**config.mk**
```make
export PLATFORM = sky130hd
export DESIGN_NAME = hart_irq_ctx
export DESIGN_NICKNAME = d
export VERILOG_FILES = /design/src/rtl/hctx_pkg.sv /design/src/rtl/ctx_filter.sv /design/src/rtl/ctx_best_tree.sv /design/src/rtl/hart_irq_ctx.sv
export SDC_FILE = /design/constraint.sdc
export NUM_CORES = 1
export LEC_CHECK = 0
export CAP_MARGIN = 20
export CORE_AREA = 3 3 160 162
export DETAILED_ROUTE_END_ITERATION = 10
export DIE_AREA = 0 0 163 165
export DONT_BUFFER_PORTS = 1
export GPL_ROUTABILITY_DRIVEN = 0
export PLACE_DENSITY_LB_ADDON = 0.3
export REMOVE_ABC_BUFFERS = 1
export SYNTH_ARGS = -nofsm -noshare
export SYNTH_HDL_FRONTEND = slang
export SYNTH_SLANG_ARGS = --single-unit
```
**constraint.sdc**
```tcl
create_clock -name clk -period 6.4 [get_ports clk]
set_input_delay 0.64 -clock clk [delete_from_list [all_inputs] [get_ports clk]]
set_output_delay 0.64 -clock clk [all_outputs]
set_load 0.1 [all_outputs]
```
**src/rtl/hctx_pkg.sv**
```systemverilog
`timescale 1ns/1ps
package hctx_pkg;
    // Register offsets inside the 32-byte context window
    localparam logic [4:0] OFF_DELIV = 5'h00;
    localparam logic [4:0] OFF_FORCE = 5'h04;
    localparam logic [4:0] OFF_THR   = 5'h08;
    localparam logic [4:0] OFF_TOP   = 5'h18;
    localparam logic [4:0] OFF_CLAIM = 5'h1C;

    // Trigger modes that re-arm on claim
    localparam logic [2:0] MODE_LVL_HI = 3'd6;
    localparam logic [2:0] MODE_LVL_LO = 3'd7;

    // Field positions of the top value
    localparam int TOP_ID_LSB = 16;
    localparam int TOP_ID_W   = 10;
    localparam int TOP_PR_W   = 8;
endpackage

```
**src/rtl/ctx_filter.sv**
```systemverilog
`timescale 1ns/1ps
module ctx_filter #(
    parameter int NSRC     = 16,
    parameter int HART_W   = 4,
    parameter int RAW_W    = 8,
    parameter int PRIO_W   = 3,
    parameter int CTX_HART = 2
) (
    input  logic [NSRC:1]                pend_i,
    input  logic [NSRC:1]                en_i,
    input  logic [NSRC:1][HART_W-1:0]    tgt_i,
    input  logic [NSRC:1][RAW_W-1:0]     prio_i,
    input  logic [PRIO_W-1:0]            thr_i,
    output logic [NSRC:1]                cand_o,
    output logic [NSRC:1][PRIO_W-1:0]    eprio_o
);
    localparam logic [HART_W-1:0] MY_HART = HART_W'(CTX_HART);
    localparam logic [PRIO_W-1:0] PRIO_ONE = PRIO_W'(1);

    for (genvar s = 1; s <= NSRC; s++) begin : g_src
        logic [PRIO_W-1:0] masked;
        logic              ours;
        logic              below_thr;

        assign masked      = prio_i[s][PRIO_W-1:0];
        assign eprio_o[s]  = (masked == '0) ? PRIO_ONE : masked;
        assign ours        = (tgt_i[s] == MY_HART);
        assign below_thr   = (thr_i == '0) || (eprio_o[s] < thr_i);
        assign cand_o[s]   = pend_i[s] & en_i[s] & ours & below_thr;

        if (RAW_W > PRIO_W) begin : g_hi
            logic unused_hi;
            assign unused_hi = ^prio_i[s][RAW_W-1:PRIO_W];
        end
    end
endmodule

```
**src/rtl/ctx_best_tree.sv**
```systemverilog
`timescale 1ns/1ps
module ctx_best_tree #(
    parameter int NSRC   = 16,
    parameter int PRIO_W = 3,
    parameter int ID_W   = 5
) (
    input  logic                         clk,
    input  logic                         rst_n,
    input  logic [NSRC:1]                cand_i,
    input  logic [NSRC:1][PRIO_W-1:0]    prio_i,
    output logic                         best_vld_o,
    output logic [ID_W-1:0]              best_id_o,
    output logic [PRIO_W-1:0]            best_prio_o
);
    localparam int LVLS  = (NSRC > 1) ? $clog2(NSRC) : 0;
    localparam int LEAFS = 1 << LVLS;
    localparam int NODES = 2 * LEAFS - 1;

    logic              nv [NODES];
    logic [ID_W-1:0]   nid[NODES];
    logic [PRIO_W-1:0] np [NODES];

    // Leaves: leaf i is source i+1; left-to-right order is ascending source number
    for (genvar i = 0; i < LEAFS; i++) begin : g_leaf
        if (i + 1 <= NSRC) begin : g_real
            assign nv [LEAFS-1+i] = cand_i[i+1];
            assign nid[LEAFS-1+i] = ID_W'(i + 1);
            assign np [LEAFS-1+i] = prio_i[i+1];
        end else begin : g_pad
            assign nv [LEAFS-1+i] = 1'b0;
            assign nid[LEAFS-1+i] = '0;
            assign np [LEAFS-1+i] = '0;
        end
    end

    // Internal nodes: right child wins only with a strictly smaller number
    for (genvar k = 0; k < LEAFS - 1; k++) begin : g_node
        logic take_r;
        assign take_r  = nv[2*k+2] && (!nv[2*k+1] || (np[2*k+2] < np[2*k+1]));
        assign nv [k]  = nv[2*k+1] | nv[2*k+2];
        assign nid[k]  = take_r ? nid[2*k+2] : nid[2*k+1];
        assign np [k]  = take_r ? np [2*k+2] : np [2*k+1];
    end

    assign best_vld_o  = nv[0];
    assign best_id_o   = nid[0];
    assign best_prio_o = np[0];

    // Checker: no candidate is strictly more urgent than the reported winner
    logic better_seen;
    logic winner_is_cand;
    always_comb begin
        better_seen    = 1'b0;
        winner_is_cand = 1'b0;
        for (int s = 1; s <= NSRC; s++) begin
            if (cand_i[s] && (prio_i[s] < best_prio_o)) better_seen = 1'b1;
            if (cand_i[s] && (ID_W'(s) == best_id_o) && (prio_i[s] == best_prio_o))
                winner_is_cand = 1'b1;
        end
    end


    best_is_min_chk: assert property (@(posedge clk) disable iff (!rst_n)
        best_vld_o |-> (!better_seen && winner_is_cand));

    empty_when_none_chk: assert property (@(posedge clk) disable iff (!rst_n)
        (cand_i == '0) |-> !best_vld_o);
endmodule

```
**src/rtl/hart_irq_ctx.sv**
```systemverilog
`timescale 1ns/1ps
module hart_irq_ctx
    import hctx_pkg::*;
#(
    parameter int NSRC     = 16,
    parameter int HART_W   = 4,
    parameter int RAW_W    = 8,
    parameter int PRIO_W   = 3,
    parameter int CTX_HART = 2
) (
    input  logic                        clk,
    input  logic                        rst_n,
    input  logic                        dom_ie_i,
    input  logic [NSRC:1]               pend_i,
    input  logic [NSRC:1]               en_i,
    input  logic [NSRC:1][HART_W-1:0]   tgt_i,
    input  logic [NSRC:1][RAW_W-1:0]    prio_i,
    input  logic [NSRC:1][2:0]          mode_i,
    input  logic [NSRC:1]               lvl_i,
    input  logic                        reg_en_i,
    input  logic                        reg_we_i,
    input  logic [4:0]                  reg_addr_i,
    input  logic [31:0]                 reg_wdata_i,
    output logic [31:0]                 reg_rdata_o,
    output logic [31:0]                 top_o,
    output logic                        irq_o,
    output logic [NSRC:1]               clr_pend_o
);
    localparam int ID_W = $clog2(NSRC + 1);

    typedef struct packed {
        logic              deliv;
        logic              frc;
        logic [PRIO_W-1:0] thr;
    } ctx_st_t;

    ctx_st_t st_d, st_q;

    logic [NSRC:1]              cand;
    logic [NSRC:1][PRIO_W-1:0]  eprio;
    logic                       best_vld;
    logic [ID_W-1:0]            best_id;
    logic [PRIO_W-1:0]          best_prio;
    logic [NSRC:1]              rearm;
    logic                       wr_stb, rd_stb, claim_stb;
    logic [31:0]                top_val;
    logic                       unused_wd;

    assign unused_wd = ^reg_wdata_i[31:1];

    ctx_filter #(
        .NSRC(NSRC), .HART_W(HART_W), .RAW_W(RAW_W),
        .PRIO_W(PRIO_W), .CTX_HART(CTX_HART)
    ) u_filter (
        .pend_i  (pend_i),
        .en_i    (en_i),
        .tgt_i   (tgt_i),
        .prio_i  (prio_i),
        .thr_i   (st_q.thr),
        .cand_o  (cand),
        .eprio_o (eprio)
    );

    ctx_best_tree #(
        .NSRC(NSRC), .PRIO_W(PRIO_W), .ID_W(ID_W)
    ) u_tree (
        .clk         (clk),
        .rst_n       (rst_n),
        .cand_i      (cand),
        .prio_i      (eprio),
        .best_vld_o  (best_vld),
        .best_id_o   (best_id),
        .best_prio_o (best_prio)
    );

    // Level sources whose line is still active stay pending after a claim
    for (genvar s = 1; s <= NSRC; s++) begin : g_rearm
        assign rearm[s] = ((mode_i[s] == MODE_LVL_HI) &&  lvl_i[s]) ||
                          ((mode_i[s] == MODE_LVL_LO) && !lvl_i[s]);
    end

    assign wr_stb    = reg_en_i &  reg_we_i;
    assign rd_stb    = reg_en_i & ~reg_we_i;
    assign claim_stb = rd_stb && (reg_addr_i == OFF_CLAIM);

    always_comb begin
        top_val = '0;
        if (best_vld) begin
            top_val[TOP_ID_LSB +: ID_W] = best_id;
            top_val[PRIO_W-1:0]         = best_prio;
        end
    end

    // Next-state, read data and claim requests
    always_comb begin
        st_d        = st_q;
        reg_rdata_o = '0;
        clr_pend_o  = '0;

        if (wr_stb) begin
            unique case (reg_addr_i)
                OFF_DELIV: st_d.deliv = reg_wdata_i[0];
                OFF_FORCE: st_d.frc   = reg_wdata_i[0];
                OFF_THR:   st_d.thr   = reg_wdata_i[PRIO_W-1:0];
                default:   ;
            endcase
        end

        if (rd_stb) begin
            unique case (reg_addr_i)
                OFF_DELIV: reg_rdata_o = {31'd0, st_q.deliv};
                OFF_FORCE: reg_rdata_o = {31'd0, st_q.frc};
                OFF_THR:   reg_rdata_o = 32'(st_q.thr);
                OFF_TOP:   reg_rdata_o = top_val;
                OFF_CLAIM: reg_rdata_o = top_val;
                default:   reg_rdata_o = '0;
            endcase
        end

        if (claim_stb) begin
            if (!best_vld) begin
                st_d.frc = 1'b0;
            end else begin
                for (int s = 1; s <= NSRC; s++) begin
                    if ((ID_W'(s) == best_id) && !rearm[s]) clr_pend_o[s] = 1'b1;
                end
            end
        end
    end

    always_ff @(posedge clk or negedge rst_n) begin
        if (!rst_n) st_q <= '0;
        else        st_q <= st_d;
    end

    assign top_o = top_val;
    assign irq_o = dom_ie_i & st_q.deliv & (st_q.frc | best_vld);


    clr_onehot_chk: assert property (@(posedge clk) disable iff (!rst_n)
        $onehot0(clr_pend_o));

    clr_needs_claim_chk: assert property (@(posedge clk) disable iff (!rst_n)
        (clr_pend_o != '0) |-> (reg_en_i && !reg_we_i && reg_addr_i == OFF_CLAIM));

    clr_is_live_chk: assert property (@(posedge clk) disable iff (!rst_n)
        (clr_pend_o & ~(pend_i & en_i)) == '0);

    force_drop_chk: assert property (@(posedge clk) disable iff (!rst_n)
        (claim_stb && top_o == '0) |=> !st_q.frc);

    irq_gate_chk: assert property (@(posedge clk) disable iff (!rst_n)
        irq_o |-> (dom_ie_i && st_q.deliv));

    thr_respect_chk: assert property (@(posedge clk) disable iff (!rst_n)
        (st_q.thr != '0 && top_o != '0) |-> (top_o[PRIO_W-1:0] < st_q.thr));

    thr_hold_chk: assert property (@(posedge clk) disable iff (!rst_n)
        !(wr_stb && reg_addr_i == OFF_THR) |=> $stable(st_q.thr));
endmodule

```
# Word-level counts from Yosys, hierarchy flattened
# Cells that the tools add are included.
dict set report word_totals {
  elab_cells 423
  input_bits 330
  register_bits 5
  out_inout_bits 81
}
dict set report classes {
  n_reduce_logical 179
  n_eq_ne 68
  order_cmp 31
  n_bitwise 69
  mux 73
}
# op count
set ops {}
lappend ops {{$mux 3} 37}
lappend ops {{$eq 3x3->1 const B} 32}
lappend ops {{$lt 3x3->1} 31}
lappend ops {{$pmux 21 s4} 1}
lappend ops {{$eq 4x2->1 const B} 16}
lappend ops {{$logic_and 1x1->1} 64}
lappend ops {{$and 1x1->1} 52}
lappend ops {{$logic_not 3->1} 17}
lappend ops {{$logic_not 1->1} 47}
lappend ops {{$logic_or 1x1->1} 47}
lappend ops {{$eq 4x5->1 const A} 8}
lappend ops {{$mux 16} 2}
lappend ops {{$mux 5} 5}
lappend ops {{$mux 21} 1}
lappend ops {{$eq 3x5->1 const A} 4}
lappend ops {{$mux 1} 19}
lappend ops {{$mux 4} 4}
lappend ops {{$or 1x1->1} 16}
lappend ops {{$eq 2x5->1 const A} 2}
lappend ops {{$eq 5x5->1 const B} 2}
lappend ops {{$mux 2} 4}
lappend ops {{$eq 1x5->1 const A} 1}
lappend ops {{$eq 5x3->1 const B} 1}
lappend ops {{$eq 5x4->1 const B} 1}
lappend ops {{5 further kinds} 6}

# Longest topological paths before layout
dict set report logic_depth {
  word_depth 26
  ltp_mapped 31
}

# By module
# A second synthesis with hierarchy kept.
dict set report unflattened {
  cells_unflattened 634
  area_unflattened_um2 4650.7
}
# module n_inst area_each_um2 seq_area_each_um2 cells_each
set by_module_without_submodules {}
lappend by_module_without_submodules {ctx_best_tree 1 2145.8 0.0 303}
lappend by_module_without_submodules {ctx_filter 1 1258.7 0.0 180}
lappend by_module_without_submodules {hart_irq_ctx 1 1246.2 125.1 151}

# Worst setup path after synthesis
# OpenSTA, ideal clock, no wires.
dict set report synth_path {
  path_kind {reg2out}
  from {reg st_q[2] in the netlist's numbering}
  to {out clr_pend_o[10] in the netlist's numbering}
  path_slack_ns -2.872
  arrival_time_ns 8.632
  path_buffers 2
  path_stages_with_launch 29
  cell_sequence {dfrtp_1 > inv_1 > ha_1 > nor4bb_1 > nor3_1 > a2111oi_4 > nor2b_1 > mux2i_1 > ha_1 > a21o_1 > o21ai_1 > and2_1 > nand2_1 > mux2i_1 > inv_1 > ha_1 > a21oi_1 > a21boi_0 > o21a_1 > a41o_1 > buf_2 > mux2i_1 > ha_1 > a21o_1 > a21oi_1 > nand2_2 > buf_6 > mux2i_1 > nor4_1}
}
dict set report synth_between {
  elab_chain_len 24
  word_cells_on_any_way 150
  classes_between {order compare (23); eq/ne (1); mux (32); bitwise (31); reduce/logical (63)}
}
# element line
set synth_rtl {}
lappend synth_rtl {{from (decl)} hart_irq_ctx.sv:37} ;# ctx_st_t st_d, st_q;
lappend synth_rtl {{from (signal assigned)} hart_irq_ctx.sv:133} ;# else st_q <= st_d;
lappend synth_rtl {{$lt 3x3->1 / $logic_not 3->1 (equally long branches)} ctx_filter.sv:28} ;# assign below_thr = (thr_i == '0) || (eprio_o[s] < thr_i);
lappend synth_rtl {{$logic_or 1x1->1} ctx_filter.sv:28}
lappend synth_rtl {{$and 1x1->1} ctx_filter.sv:29} ;# assign cand_o[s] = pend_i[s] & en_i[s] & ours & below_thr;
lappend synth_rtl {{$logic_not 1->1} ctx_best_tree.sv:39} ;# assign take_r = nv[2*k+2] && (!nv[2*k+1] || (np[2*k+2] < np[2*k+1]));
lappend synth_rtl {{$logic_or 1x1->1} ctx_best_tree.sv:39}
lappend synth_rtl {{$logic_and 1x1->1} ctx_best_tree.sv:39}
lappend synth_rtl {{$mux 3} ctx_best_tree.sv:42} ;# assign np [k] = take_r ? np [2*k+2] : np [2*k+1];
lappend synth_rtl {{$lt 3x3->1} ctx_best_tree.sv:39}
lappend synth_rtl {{[8 not listed]} n/a}
lappend synth_rtl {{$logic_or 1x1->1} ctx_best_tree.sv:39}
lappend synth_rtl {{$logic_and 1x1->1} ctx_best_tree.sv:39}
lappend synth_rtl {{$mux 5} ctx_best_tree.sv:41} ;# assign nid[k] = take_r ? nid[2*k+2] : nid[2*k+1];
lappend synth_rtl {{$eq 4x5->1} n/a}
lappend synth_rtl {{$logic_and 1x1->1} hart_irq_ctx.sv:125} ;# if ((ID_W'(s) == best_id) && !rearm[s]) clr_pend_o[s] = 1'b1;
lappend synth_rtl {{$mux 1} hart_irq_ctx.sv:125}
lappend synth_rtl {{$mux 16 (*)} hart_irq_ctx.sv:121} ;# if (!best_vld) begin
lappend synth_rtl {{$mux 16 (*)} hart_irq_ctx.sv:120} ;# if (claim_stb) begin
lappend synth_rtl {{to (decl)} hart_irq_ctx.sv:27} ;# output logic [NSRC:1] clr_pend_o
# Mark *: on every way between the ends. The rest lies on a longest branch, timed or not.

# Worst setup path after layout
dict set report layout_path {
  from {reg st_q[0] in the netlist's numbering}
  to {out clr_pend_o[6] in the netlist's numbering}
}
dict set report layout_between {
  elab_chain_len 24
  word_cells_on_any_way 150
  classes_between {order compare (23); eq/ne (1); mux (32); bitwise (31); reduce/logical (63)}
}
# element line
set layout_rtl {}
lappend layout_rtl {{$lt 3x3->1 / $logic_not 3->1 (equally long branches)} ctx_filter.sv:28}
lappend layout_rtl {{$logic_or 1x1->1} ctx_filter.sv:28}
lappend layout_rtl {{$and 1x1->1} ctx_filter.sv:29}
lappend layout_rtl {{$logic_not 1->1} ctx_best_tree.sv:39}
lappend layout_rtl {{$logic_or 1x1->1} ctx_best_tree.sv:39}
lappend layout_rtl {{$logic_and 1x1->1} ctx_best_tree.sv:39}
lappend layout_rtl {{$mux 3} ctx_best_tree.sv:42}
lappend layout_rtl {{$lt 3x3->1} ctx_best_tree.sv:39}
lappend layout_rtl {{[8 not listed]} n/a}
lappend layout_rtl {{$logic_or 1x1->1} ctx_best_tree.sv:39}
lappend layout_rtl {{$logic_and 1x1->1} ctx_best_tree.sv:39}
lappend layout_rtl {{$mux 5} ctx_best_tree.sv:41}
lappend layout_rtl {{$eq 3x5->1} n/a}
lappend layout_rtl {{$logic_and 1x1->1} hart_irq_ctx.sv:125}
lappend layout_rtl {{$mux 1} hart_irq_ctx.sv:125}
lappend layout_rtl {{$mux 16 (*)} hart_irq_ctx.sv:121}
lappend layout_rtl {{$mux 16 (*)} hart_irq_ctx.sv:120}
# Marked as above.

==> run_results.csv <==
group,metric,value,unit
logic_synthesis,syn_inst,635,
logic_synthesis,yosysTopAreaCell,"ha_1",
cts,cts.sinks,5,
critical_path,endpoint_kind,"output port",
critical_path,crit_fanout,6,
drt,drtAntennaViolNets,0,
timing,hold_slack,0.109,ns
layout,largest_register,"st_q",
logic_synthesis,synth-edff-count,0,
logic_synthesis,synth_area_leaders,"ha_1 11%, mux2i_1 8.1%, buf_4 8.0%, a21oi_1 3.7%, nor2_1 3.0%",
drt,routedWlPerCell,17.6,um
logic_synthesis,yosys_warnings,0,
logic_synthesis,yosysSeqAreaShare,2.65,%
cts,cts_buffer_depth,2,
cts,cts_htree_levels,1,
logic_synthesis,avgSynthCellArea,7.43,um2
status,violations,"negative setup slack",
timing,setup_viol,32,
floorplanning,start_util,19.5,%
worst_hold_path,hold_path_class,"in2async",
timing,fin_crit,7.13,ns
floorplanning,design.die.area,26900,um2
layout,largest_register_ffs,5,
logic_synthesis,ys_types,82,
power,total_power,863,uW
critical_path,slowest_stage,"dfrtp_1",
timing,slew_violations,0,
critical_path,worst_path_largest_cell_delay,0.37,ns
grt,grt_pass1_vias,5735,
timing,skew,0.00149,ns
grt,grt_pass1_wl,30800,um
drt,drt_iter0_drc,211,
power,worst_ir_drop_vdd,95.3,uV
timing,hold_viol,0,
cts,cts_buffers,3,
grt,overflow,0,
timing,rsz0062_at_grt,"yes",
placement,preCtsSetupSlack,-0.836,ns
floorplanning,fp.dieW,163,um
grt,track_usage,14.3,%
critical_path,startpoint_type,"flip-flop",
cts,cts_root_buf,"clkbuf_16",
layout,synthToLayoutAreaGrowth,77.5,%
critical_path,cpLargestDelayFamily,"compound AO/OA/AOI/OAI gates",
cts,insertion_delay,0.23,ns
grt,grt_max_degree,15,
layout,fin_cells,1218,
timing,worst_slew_pin_slew,0.956,ns
floorplanning,fp-row-count,57,
logic_synthesis,synth_top_cell_area_share,11.1,%
drt,routed-via-count,5830,
logic_synthesis,async_flop_share,100,%
power,p_leak,3.58,nW
critical_path,worstPathRequired,5.76,ns
floorplanning,core,24200,um2
timing,period_share,111,%
critical_path,critical_path_class,"reg2out",
drt,totalWireLength,21500,um
timing,postLayoutSetupSlackWorst,-0.727,ns
timing,fmax,140,MHz
cts,path_clk_slew,0.03,ns
critical_path,arrival,6.49,ns
layout,antennaDiodeCount,0,
placement,dp_hpwl,17300,um
logic_synthesis,synth_area,4720,um2
drt,via_per_inst,4.79,
cts,cts_tree,"yes",
logic_synthesis,ys_ff_latch,5,
critical_path,crit_buf_inv,9,
floorplanning,ioPinCount,411,
power,p_per_area,103,nW/um2
layout,reg_top3,"st_q (5)",
layout,fin_util,34.5,%
status,outcome,"finished, violations left",
drt,drc_errors,0,
logic_synthesis,synthFlopType,"dfrtp_1",
timing,max_slew_margin,35.6,%
drt,first_pass_iters,5,
job,cap_viol_max_count,0,
layout,nets,1267,
grt,antenna_found_initial,0,
placement,port_buffers,0,
floorplanning,die_y,165,um
layout,layout-drive-gt1-share,48.3,%
placement,place_inst,1138,
-- through the flow --
step | TNS [ns] | area (um2)
after global placement | -19.03 | 6920
after detailed placement | -19.58 | 6920
final | -16.08 | 8370
after global routing | -24.95 | 8370
after CTS | -14.29 | 7900
after floorplan | -69.97 | 4450
-- cells in the mapped netlist, types with 6 or more instances --
master	n
buf_4	50
ha_1	42
mux2i_1	38
nor2_1	38
inv_1	36
a21oi_1	35
nand2_1	32
o21ai_0	28
a31oi_1	18
nand2b_1	17
xor2_1	16
nor3_1	15
nand3_1	14
and3_1	13
nor2b_1	13
a21o_1	12
mux2_2	12
a211oi_1	11
and2_1	11
o21bai_1	10
nand3b_1	9
nand4b_1	9
a21boi_0	8
nor4b_1	7
o21ba_2	7
or3_1	7
a311oi_1	6
nor4_1	6
-- worst register-to-register path: stages (launching register included) --
cell and delay (ns):
dfrtp_1 0.42, inv_4 0.08, buf_12 0.13, buf_4 0.16, ha_1 0.29, nand2_1 0.06, a211o_1 0.27, and2_1 0.18
buf_4 0.14, or2_2 0.32, buf_4 0.14, nor2_1 0.12, nand2b_1 0.20, or3_1 0.45, nor2_1 0.12, o21ai_0 0.08
a32o_1 0.20
-- cell type report --
class | instances | area, um2
sequential | 5 | 126
multi-input combinational | 578 | 5040
timing repair buffer | 270 | 2580
tap | 324 | 405
inverter | 37 | 148
fill | 2518 | 15900
clock buffer | 4 | 78.8
-- worst paths after layout --
kind / start / to / slack, ns / cells after the start
max: st_q[0] / clr_pend_o[6] / -0.73 / 31
min: rst_n / st_q[1] / 0.11 / 0
max reg2reg: st_q[2] / st_q[3] / 2.90 / 16
min reg2reg: st_q[3] / st_q[3] / 0.53 / 1
max in group asynchronous: rst_n / st_q[1] / 6.21 / 0
min in group clk: st_q[3] / st_q[3] / 0.53 / 1
-- placed cells by master (no fill, tap or decap), drive strengths merged, types with 14 or more instances in the layout --
master  Yosys  layout
nand2b     18      18
a21oi      35      35
mux2i      38      38
nand3      14      14
xor2       16      16
inv        36      36
nand2      33      33
ha         42      42
o21ai      31      31
a31oi      19      19
nor2       38      38
conb        1      48
buf        57     265
nor3       16      16
-- kinds of logic after synthesis --
family | share of synthesized area (%)
xor gates and xnor gates | 2.97
adders and majority gates | 11.1
other | 0.0795
muxes | 11.2
and+or+nand+nor | 27.6
AOI/OAI and AO/OA | 32.0
DFF | 2.65
buffers and inverters | 12.3
-- layer usage --
metal	vias up	global-route usage, %	part of all wire, %	wire [um]
met3	8	2.43	7.0	1510
met4	0	1.73	0.89	191
li1	2852	-	-	-
met5	-	0	0	0
met1	2732	16.8	39	8340
met2	238	27.9	53	11400
-- power breakdown --
group          switching [mW]  internal, mW  total, mW
combinational           0.416         0.302      0.718
clock                  0.0207        0.0826      0.103
sequential            0.00528        0.0362     0.0415
total                   0.442         0.420      0.863
-- repair_timing --
item                       in CTS  in global routing
setup endpoints to repair      32                 32
gates cloned                    0                  0
pin swaps                      39                 46
setup buffers                  52                 26
hold buffers                    0                  0
gates resized for setup       112                 63
(Power assumes the default switching activity.)
